**config.mk**
```make
export PLATFORM = sky130hd
export DESIGN_NAME = sar_seq
export DESIGN_NICKNAME = d
export VERILOG_FILES = /design/src/rtl/sar_seq_pkg.sv /design/src/rtl/sar_start_detect.sv /design/src/rtl/sar_bit_engine.sv /design/src/rtl/sar_result_bank.sv /design/src/rtl/sar_seq.sv
export SDC_FILE = /design/constraint.sdc
export NUM_CORES = 1
export LEC_CHECK = 0
export BUFFER_PORTS_ARGS = -buffer_cell sky130_fd_sc_hd__clkbuf_2
export CORE_AREA = 4 4 165 151
export CTS_CLUSTER_DIAMETER = 40
export DETAILED_ROUTE_END_ITERATION = 10
export DIE_AREA = 0 0 169 155
export HOLD_SLACK_MARGIN = 0.1
export MAX_ROUTING_LAYER = met4
export SYNTH_ARGS = -nofsm -noshare
export SYNTH_HDL_FRONTEND = slang
export SYNTH_SLANG_ARGS = --single-unit
```
**constraint.sdc**
```tcl
create_clock -name clk -period 3.25 [get_ports clk]
set_input_delay 0.4875 -clock clk [delete_from_list [all_inputs] [get_ports clk]]
set_output_delay 0.4875 -clock clk [all_outputs]
set_load 0.02 [all_outputs]
```
**src/rtl/sar_seq_pkg.sv**
```systemverilog
package sar_seq_pkg;
  // Operation settings captured when a run is accepted.
  typedef struct packed {
    logic cmp;
    logic scan;
    logic cont;
    logic dbl;
  } sar_op_t;
endpackage

```
**src/rtl/sar_start_detect.sv**
```systemverilog
module sar_start_detect #(
  parameter int SYNC_STAGES = 2
) (
  input  logic clk,
  input  logic rst_n,
  input  logic sw_start,
  input  logic hw_evt,
  input  logic ext_trig_n,
  output logic start_req
);
  localparam int PIPE_W = SYNC_STAGES + 1;

  logic [PIPE_W-1:0] pin_q;
  logic              sw_q;
  logic              pin_fall;
  logic              sw_rise;

  always_ff @(posedge clk or negedge rst_n) begin
    if (!rst_n) begin
      pin_q <= '1;
      sw_q  <= 1'b0;
    end else begin
      pin_q <= {pin_q[PIPE_W-2:0], ext_trig_n};
      sw_q  <= sw_start;
    end
  end

  always_comb begin
    pin_fall  = pin_q[PIPE_W-1] & ~pin_q[PIPE_W-2];
    sw_rise   = sw_start & ~sw_q;
    start_req = pin_fall | sw_rise | hw_evt;
  end
endmodule

```
**src/rtl/sar_bit_engine.sv**
```systemverilog
module sar_bit_engine #(
  parameter int NBITS = 10,
  parameter int SMP_N = 19,
  parameter int BIT_N = 28,
  parameter int SMP_D = 13,
  parameter int BIT_D = 16
) (
  input  logic             clk,
  input  logic             rst_n,
  input  logic             go,
  input  logic             active,
  input  logic             dbl,
  input  logic             cmp_mode,
  input  logic [NBITS-1:0] ref_code,
  input  logic             cmp_in,
  output logic [NBITS-1:0] dac_code,
  output logic [NBITS-1:0] final_code,
  output logic             done
);
  localparam int MAX_A  = (SMP_N > BIT_N) ? SMP_N : BIT_N;
  localparam int MAX_B  = (SMP_D > BIT_D) ? SMP_D : BIT_D;
  localparam int MAXLEN = (MAX_A > MAX_B) ? MAX_A : MAX_B;
  localparam int SUB_W  = (MAXLEN > 1) ? $clog2(MAXLEN) : 1;
  localparam int K_W    = (NBITS > 1) ? $clog2(NBITS) : 1;

  logic             in_smp;
  logic [SUB_W-1:0] sub;
  logic [K_W-1:0]   k;
  logic [NBITS-1:0] acc;
  logic [NBITS-1:0] mask;
  logic [SUB_W-1:0] smp_last;
  logic [SUB_W-1:0] bit_last;
  logic             slot_end;
  logic             last_slot;

  always_comb begin
    smp_last   = dbl ? SUB_W'(SMP_D - 1) : SUB_W'(SMP_N - 1);
    bit_last   = dbl ? SUB_W'(BIT_D - 1) : SUB_W'(BIT_N - 1);
    mask       = {1'b1, {(NBITS-1){1'b0}}} >> k;
    slot_end   = (sub == bit_last);
    last_slot  = cmp_mode | (k == K_W'(NBITS - 1));
    done       = active & ~in_smp & slot_end & last_slot;
    final_code = acc | (cmp_in ? mask : '0);
    if (!active || in_smp) begin
      dac_code = '0;
    end else if (cmp_mode) begin
      dac_code = ref_code;
    end else begin
      dac_code = acc | mask;
    end
  end

  always_ff @(posedge clk or negedge rst_n) begin
    if (!rst_n) begin
      in_smp <= 1'b1;
      sub    <= '0;
      k      <= '0;
      acc    <= '0;
    end else if (go) begin
      in_smp <= 1'b1;
      sub    <= '0;
      k      <= '0;
      acc    <= '0;
    end else if (active) begin
      if (in_smp) begin
        if (sub == smp_last) begin
          in_smp <= 1'b0;
          sub    <= '0;
        end else begin
          sub <= sub + SUB_W'(1);
        end
      end else if (slot_end) begin
        sub <= '0;
        if (cmp_in) acc <= acc | mask;
        if (!last_slot) k <= k + K_W'(1);
      end else begin
        sub <= sub + SUB_W'(1);
      end
    end
  end
endmodule

```
**src/rtl/sar_result_bank.sv**
```systemverilog
module sar_result_bank #(
  parameter int NCH    = 16,
  parameter int NBITS  = 10,
  parameter int NARROW = 8,
  parameter int CH_W   = 4
) (
  input  logic             clk,
  input  logic             rst_n,
  input  logic             wr_en,
  input  logic [CH_W-1:0]  wr_ch,
  input  logic [NBITS-1:0] wr_data,
  input  logic [CH_W-1:0]  rd_ch,
  input  logic             rd_wide,
  output logic [NBITS-1:0] rd_data
);
  logic [NBITS-1:0] mem [NCH];
  logic [NBITS-1:0] word;

  always_ff @(posedge clk or negedge rst_n) begin
    if (!rst_n) begin
      for (int i = 0; i < NCH; i++) mem[i] <= '0;
    end else if (wr_en) begin
      mem[wr_ch] <= wr_data;
    end
  end

  always_comb begin
    word = mem[rd_ch];
  end

  generate
    if (NARROW < NBITS) begin : g_narrow
      assign rd_data = rd_wide ? word
                               : {{(NBITS-NARROW){1'b0}}, word[NBITS-1 -: NARROW]};
    end else begin : g_full
      assign rd_data = word;
    end
  endgenerate
endmodule

```
**src/rtl/sar_seq.sv**
```systemverilog
module sar_seq
  import sar_seq_pkg::*;
#(
  parameter int NCH    = 16,
  parameter int NBITS  = 10,
  parameter int NARROW = 8,
  parameter int SMP_N  = 19,
  parameter int BIT_N  = 28,
  parameter int SMP_D  = 13,
  parameter int BIT_D  = 16,
  parameter bit DMA_EN = 1'b1,
  localparam int CH_W  = $clog2(NCH)
) (
  input  logic             clk,
  input  logic             rst_n,
  input  logic             cfg_cmp,
  input  logic             cfg_scan,
  input  logic             cfg_cont,
  input  logic             cfg_dbl,
  input  logic [CH_W-1:0]  cfg_ch,
  input  logic [NBITS-1:0] cfg_ref,
  input  logic             sw_start,
  input  logic             hw_evt,
  input  logic             ext_trig_n,
  input  logic             cmp_in,
  output logic [CH_W-1:0]  ch_sel,
  output logic [NBITS-1:0] dac_code,
  output logic             busy,
  output logic             cmp_result,
  output logic             irq,
  output logic             dma_req,
  input  logic [CH_W-1:0]  rd_ch,
  input  logic             rd_wide,
  output logic [NBITS-1:0] rd_data
);
  sar_op_t          op;
  logic [CH_W-1:0]  ch;
  logic [NBITS-1:0] ref_q;
  logic [NBITS-1:0] final_code;
  logic             busy_q;
  logic             irq_q;
  logic             cmpr_q;
  logic             start_req;
  logic             accept;
  logic             done;
  logic             last_ch;
  logic             keep;
  logic             go;

  sar_start_detect #(.SYNC_STAGES(2)) u_start (
    .clk        (clk),
    .rst_n      (rst_n),
    .sw_start   (sw_start),
    .hw_evt     (hw_evt),
    .ext_trig_n (ext_trig_n),
    .start_req  (start_req)
  );

  always_comb begin
    last_ch = (ch == CH_W'(NCH - 1));
    keep    = op.scan & (~last_ch | op.cont) & ~(op.cont & ~sw_start);
    accept  = start_req & ~busy_q;
    go      = accept | (done & keep);
  end

  sar_bit_engine #(
    .NBITS (NBITS),
    .SMP_N (SMP_N),
    .BIT_N (BIT_N),
    .SMP_D (SMP_D),
    .BIT_D (BIT_D)
  ) u_engine (
    .clk        (clk),
    .rst_n      (rst_n),
    .go         (go),
    .active     (busy_q),
    .dbl        (op.dbl),
    .cmp_mode   (op.cmp),
    .ref_code   (ref_q),
    .cmp_in     (cmp_in),
    .dac_code   (dac_code),
    .final_code (final_code),
    .done       (done)
  );

  always_ff @(posedge clk or negedge rst_n) begin
    if (!rst_n) begin
      op     <= '0;
      ch     <= '0;
      ref_q  <= '0;
      busy_q <= 1'b0;
      irq_q  <= 1'b0;
      cmpr_q <= 1'b0;
    end else begin
      irq_q <= done & (~op.scan | last_ch);
      if (accept) begin
        busy_q   <= 1'b1;
        op.cmp   <= cfg_cmp & ~cfg_scan;
        op.scan  <= cfg_scan;
        op.cont  <= cfg_cont;
        op.dbl   <= cfg_dbl;
        ch       <= cfg_scan ? '0 : cfg_ch;
        ref_q    <= cfg_ref;
      end else if (done) begin
        busy_q <= keep;
        if (keep) ch <= last_ch ? '0 : ch + CH_W'(1);
        if (op.cmp) cmpr_q <= cmp_in;
      end
    end
  end

  sar_result_bank #(
    .NCH    (NCH),
    .NBITS  (NBITS),
    .NARROW (NARROW),
    .CH_W   (CH_W)
  ) u_bank (
    .clk     (clk),
    .rst_n   (rst_n),
    .wr_en   (done & ~op.cmp),
    .wr_ch   (ch),
    .wr_data (final_code),
    .rd_ch   (rd_ch),
    .rd_wide (rd_wide),
    .rd_data (rd_data)
  );

  assign ch_sel     = ch;
  assign busy       = busy_q;
  assign irq        = irq_q;
  assign cmp_result = cmpr_q;

  generate
    if (DMA_EN) begin : g_dma
      assign dma_req = irq_q;
    end else begin : g_no_dma
      assign dma_req = 1'b0;
    end
  endgenerate
endmodule

```
* Yosys cells after proc, flatten, opt, wreduce, memory -nomap -nowiden *
Cells that the tools add are included.

storage, ports and cells
  register bits = 205
  bits of input ports = 29

cells by class
  add/sub/neg operators = 3
  $lt $le $gt $ge = 3
  equality and inequality tests = 6
  shift operators = 1
  mux-type cells = 38
  bitwise gates (word level) = 34
  reduce and logical (&&, ||, !) cells = 12

operator list
  kind                                                        count
  bitwise mux 160 bit                                         1
  two-way mux 10 bit                                          12
  binary-select mux 10 bit (select 4 bit)                     1
  demux 10 bit (select 4 bit)                                 1
  two-way mux 4 bit                                           10
  two-way mux 5 bit                                           7
  OR 10 bit                                                   2
  bitwise AND 1 bit                                           13
  inverter 1 bit                                              11
  == test 5 bit                                               2
  greater-or-equal comparator 5 bit, second input constant    2
  inverter 4 -> 5 bit                                         2
  nonzero test 2 bit                                          5
  >> shifter 10 x 4 -> 10 bit, first input constant           1
  adder 4 x 1 -> 4 bit, second input constant                 2
  == test 4 bit, second input constant                        2
  AND reduction 4 bit                                         2
  two-way mux 1 bit                                           6
  OR 1 bit                                                    6
  adder 5 x 1 -> 5 bit, second input constant                 1
  less-than comparator 5 x 1 -> 1 bit, second input constant  1
  != test 2 bit, second input constant                        2
  AND reduction 3 bit                                         1
  AND reduction 2 bit                                         1
  other kinds (3)                                             3

* Depth between registers and ports, before layout *
  word-level depth = 9
  gate-level depth with buffers = 8

* Modules after synthesis *
A second synthesis with hierarchy kept.

unflattened totals
  cell total of the unflattened synthesis = 786
  area, all modules = 10063.4 um^2

by module, submodules not included
  module            instances  cells each  area each (um^2)  sequential area each (um^2)
  sar_result_bank   1          527         7569.8            4003.8
  sar_bit_engine    1          150         1410.1            501.7
  sar_seq           1          102         962.2             525.5
  sar_start_detect  1          7           121.4             103.8

* Worst setup path after synthesis *
No wires, ideal clock.

  path kind = input-to-output
  start point = input port rd_ch[2]
  end point = output port rd_data[2]
  arrival = 2.048 ns
  required time = 2.762 ns
  setup slack = 0.715 ns
  stages on the path = 6
  buffers on the path = 2
  cell sequence = buf_2 > clkbuf_1 > mux4_2 > mux2_2 > a22oi_1 > nand2_1

between the ends
  longest elaborated chain between the ends = 5

ends and longest elaborated chain
  what                                                    RTL line               RTL
  start, declared                                         sar_seq.sv:32          input logic [CH_W-1:0] rd_ch,
  inverter 4 -> 5 bit (not written as such)               sar_result_bank.sv:28  word = mem[rd_ch];
  binary-select mux 10 bit (select 4 bit)                 sar_result_bank.sv:28
  two-way mux 10 bit (not written as such) (2 in series)  sar_result_bank.sv:28
  two-way mux 10 bit                                      sar_result_bank.sv:33  assign rd_data = rd_wide ? word
  end, declared                                           sar_seq.sv:34          output logic [NBITS-1:0] rd_data

Every way passes these cells. The select of a mux whose other input is x is not followed.

* Final worst setup path *
  start point = input port rd_ch[0]
  end point = output port rd_data[2]

Same word-level chain as after synthesis.

==> reports/qor.log <==
INFO  outcome        run_status=finished, final reports clean
INFO  pwr            largest_vdd_supply_drop=0.399mV
INFO  floorplanning  num_io_pins=57
INFO  clock_tree     clock_tree.root_cell=clkbuf_16
INFO  run            drv_cap=0
INFO  clock_tree     clock_tree.htree_level_count=1
INFO  placed_design  numPortBuffers=56
INFO  placed_design  final_weighted_congestion_in_routability_driven_placement=0.842
INFO  floorplanning  design.die.area=26200squm
INFO  global_route   grt_pass1_vias=6939
INFO  timing         tightestPinTransition=687ps
INFO  global_route   global_route.usage.total=19.0%
INFO  timing         max_slew_margin=54.1%
INFO  timing         timing_hold_violations_final=0
INFO  critical_path  crit_path_start_kind=input port
INFO  synthesis      synth_top_cells_by_area=dfrtp_1 50%, mux2_2 20%, mux4_2 8.9%
INFO  clock_tree     clock_buffer_count_from_cts=30
INFO  clock_tree     number_of_buffers_inserted_to_repair_setup_after_cts=0
INFO  synthesis      synth_warnings=0
INFO  synthesis      synth.cell_area=10100squm
INFO  placed_design  post-place-ws=389ps
INFO  routing        initialDrtViolationCount=348
INFO  routing        post-route-drc-count=0
INFO  routing        drt_wl_total=23.9mm
INFO  synthesis      ys_dominant_reg_cell=dfrtp_1
INFO  clock_tree     clock_path_buffers=3
INFO  synthesis      synthDistinctLibCells=56
INFO  synthesis      synth_fp_nets=802
INFO  pwr            power_leakage=5.66nW
INFO  routing        via_per_inst=5.75
INFO  routing        drtAntennaViolNets=0
INFO  finish         share_of_final_layout_standard_cells_stronger_than_drive_strength_1=44.5%
INFO  critical_path  required=2760ps
INFO  floorplanning  die_w=169um
INFO  critical_path  crit_type=in2out
INFO  clock_tree     tritoncts=done
INFO  finish         nNetsFinal=864
INFO  synthesis      synth_area_per_cell=13.2squm
INFO  hold_path      hold_path_class=in2reg
INFO  floorplanning  core.rowCount=53
INFO  pwr            power=7.86mW
INFO  global_route   gr-total-overflow=0
INFO  synthesis      synth_largest_type_area_fraction=49.9%
INFO  global_route   grt_start_max_net_pins=79
INFO  synthesis      netlist.top_cell.by_area=dfrtp_1
INFO  floorplanning  initial_core_util=43.5%
INFO  timing         min_period=2830ps
INFO  finish         layout.cell_area.non_filler=11800squm
INFO  timing         fin_setup_tns=0ps
INFO  synthesis      yosys-top-cells-count=201 x dfrtp_1, 176 x mux2_2, 57 x nand2_1, 40 x mux4_2, 33 x clkbuf_1
INFO  clock_tree     cts_sinks=205
INFO  routing        route.vias.total=6611
INFO  clock_tree     clk-insertion-delay-late=540ps
INFO  global_route   antenna_found_initial=0
INFO  critical_path  critical_path_arrival=2340ps
INFO  finish         multiInputGateArea=4670squm
INFO  critical_path  worstSetupEndpointType=output port
INFO  synthesis      synth-edff-count=0
INFO  finish         synthToLayoutAreaGrowth=17.1%
INFO  synthesis      synth_sequential_area_ratio=51.0%
INFO  timing         fmax=353MHz
INFO  timing         setup_repair_after_global_routing_missed_its_margin=false
INFO  floorplanning  die_h=155um
INFO  timing         fin_worst_skew=9.14ps
INFO  placed_design  hpwl=15.8mm
INFO  synthesis      cell_with_the_most_instances_after_synthesis=dfrtp_1
INFO  timing         layout_worst_path_cycle_share=87.1%
INFO  clock_tree     clock_edge_transition_at_the_registers_on_the_reported_setup_and_hold_paths=50ps
INFO  routing        avgRoutedWirePerCell=20.8um
INFO  timing         slew_viol_final=0
INFO  timing         setup_slack=418ps
INFO  finish         antennaDiodeCount=0
INFO  timing         finalSetupViolations=0
INFO  timing         fin_hold_ws=144ps
INFO  critical_path  worst-path-max-fanout=16
INFO  global_route   first_pass_grt_wire_length=38.7mm
INFO  synthesis      asyncSetResetFlopFracSynth=100%
INFO  finish         sequential_cell_area=5130squm
INFO  synthesis      number_of_storage_elements_in_the_synthesis_netlist=205
INFO  floorplanning  core_area=23100squm
INFO  synthesis      syn-instance-count=762
INFO  placed_design  dpl-instance-area=10700squm
INFO  finish         layout.filler_cells=1964
INFO  pwr            power-per-cell-area=666nW/um^2
INFO  routing        drt_pre_antenna_iters=5
## timing repair
action                    4_1_cts  5_1_grt
hold buffers                    3        0
hold endpoints to repair       77        0
gates resized for setup         0        0
## metrics by stage
step                utilization [%]  instances
finish                         51.0       1149
floorplan                         -        762
global route                   51.0       1149
global placement               46.3       1091
CTS                            51.0       1149
detailed placement             46.3       1091
## logic make-up (layout without fill, tap and decap cells)
logic type               after synthesis  in the layout  synth area share [%]
multiplexers                         218            218                  28.8
AND/OR/NAND/NOR                      147            147                  8.27
adder cells (fa/ha/maj)               11             11                  1.37
AO/OA/AOI/OAI                        116            116                  7.83
flip-flops                           205            205                  51.0
buffers and inverters                 65            150                  2.77
## registers in the layout (all words and copies together), names as in the netlist
signal,flops
u_bank.mem,160
ref_q,10
u_engine.acc,10
u_engine.sub,5
ch_sel,4
op,4
u_engine.k,4
u_start.pin_q,3
busy,1
cmp_result,1
dma_req,1
u_engine.in_smp,1
u_start.sw_q,1
## cells in the final DEF, fill, tap and decap left out, drive strengths merged, types with 6 or more instances in the layout
cell type  instances
dfrtp            201
mux2             176
clkbuf            94
nand2             57
mux4              40
a21oi             30
nor2              24
o21ai             24
buf               22
a22oi             19
inv               17
nand3             15
ha                11
nor2b             10
a31o               9
nand4              8
a31oi              7
nand2b             6
clkinvlp           6
## metal layers
layer  global-route usage [%]  wire length (um)  vias up
met5                        -                 0        -
li1                         -                 -     2983
met1                     25.1             10500     3457
met4                     4.25               394        0
met3                     3.13              1030       38
met2                     31.2             12000      133
## layout make-up
| class | instances | share of cell area, % |
|---|---|---|
| Tap cell | 302 | 3.20 |
| Sequential cell | 205 | 43.5 |
| Timing Repair Buffer | 81 | 4.42 |
| Inverter | 14 | 0.445 |
| Clock buffer | 38 | 7.05 |
| Multi-Input combinational cell | 492 | 39.6 |
| Clock inverter | 17 | 1.82 |
## worst paths after layout
check                                  from                to  slack, ps  cells after the start
max                                rd_ch[0]        rd_data[2]        420                      6
min                              cfg_ref[1]          ref_q[1]        140                      3
max reg2reg                   u_engine.k[1]   u_bank.mem[126]        550                      6
min reg2reg                u_start.pin_q[0]  u_start.pin_q[1]        360                      0
max in group asynchronous             rst_n   u_engine.in_smp       1790                      3
min in group asynchronous             rst_n    u_bank.mem[34]        560                      2
## critical path, cell delays in order
cell and delay [ps]:
clkbuf_2 480, mux4_2 570, mux2_2 290, a22oi_1 250
nand2_1 90, clkbuf_2 170
## where the power goes
group / switching (mW) / internal [mW] / total (mW)
combinational: 1.01 / 0.515 / 1.52
clock: 1.18 / 2.13 / 3.31
sequential: 0.277 / 2.75 / 3.03
(Power assumes the default switching activity.)
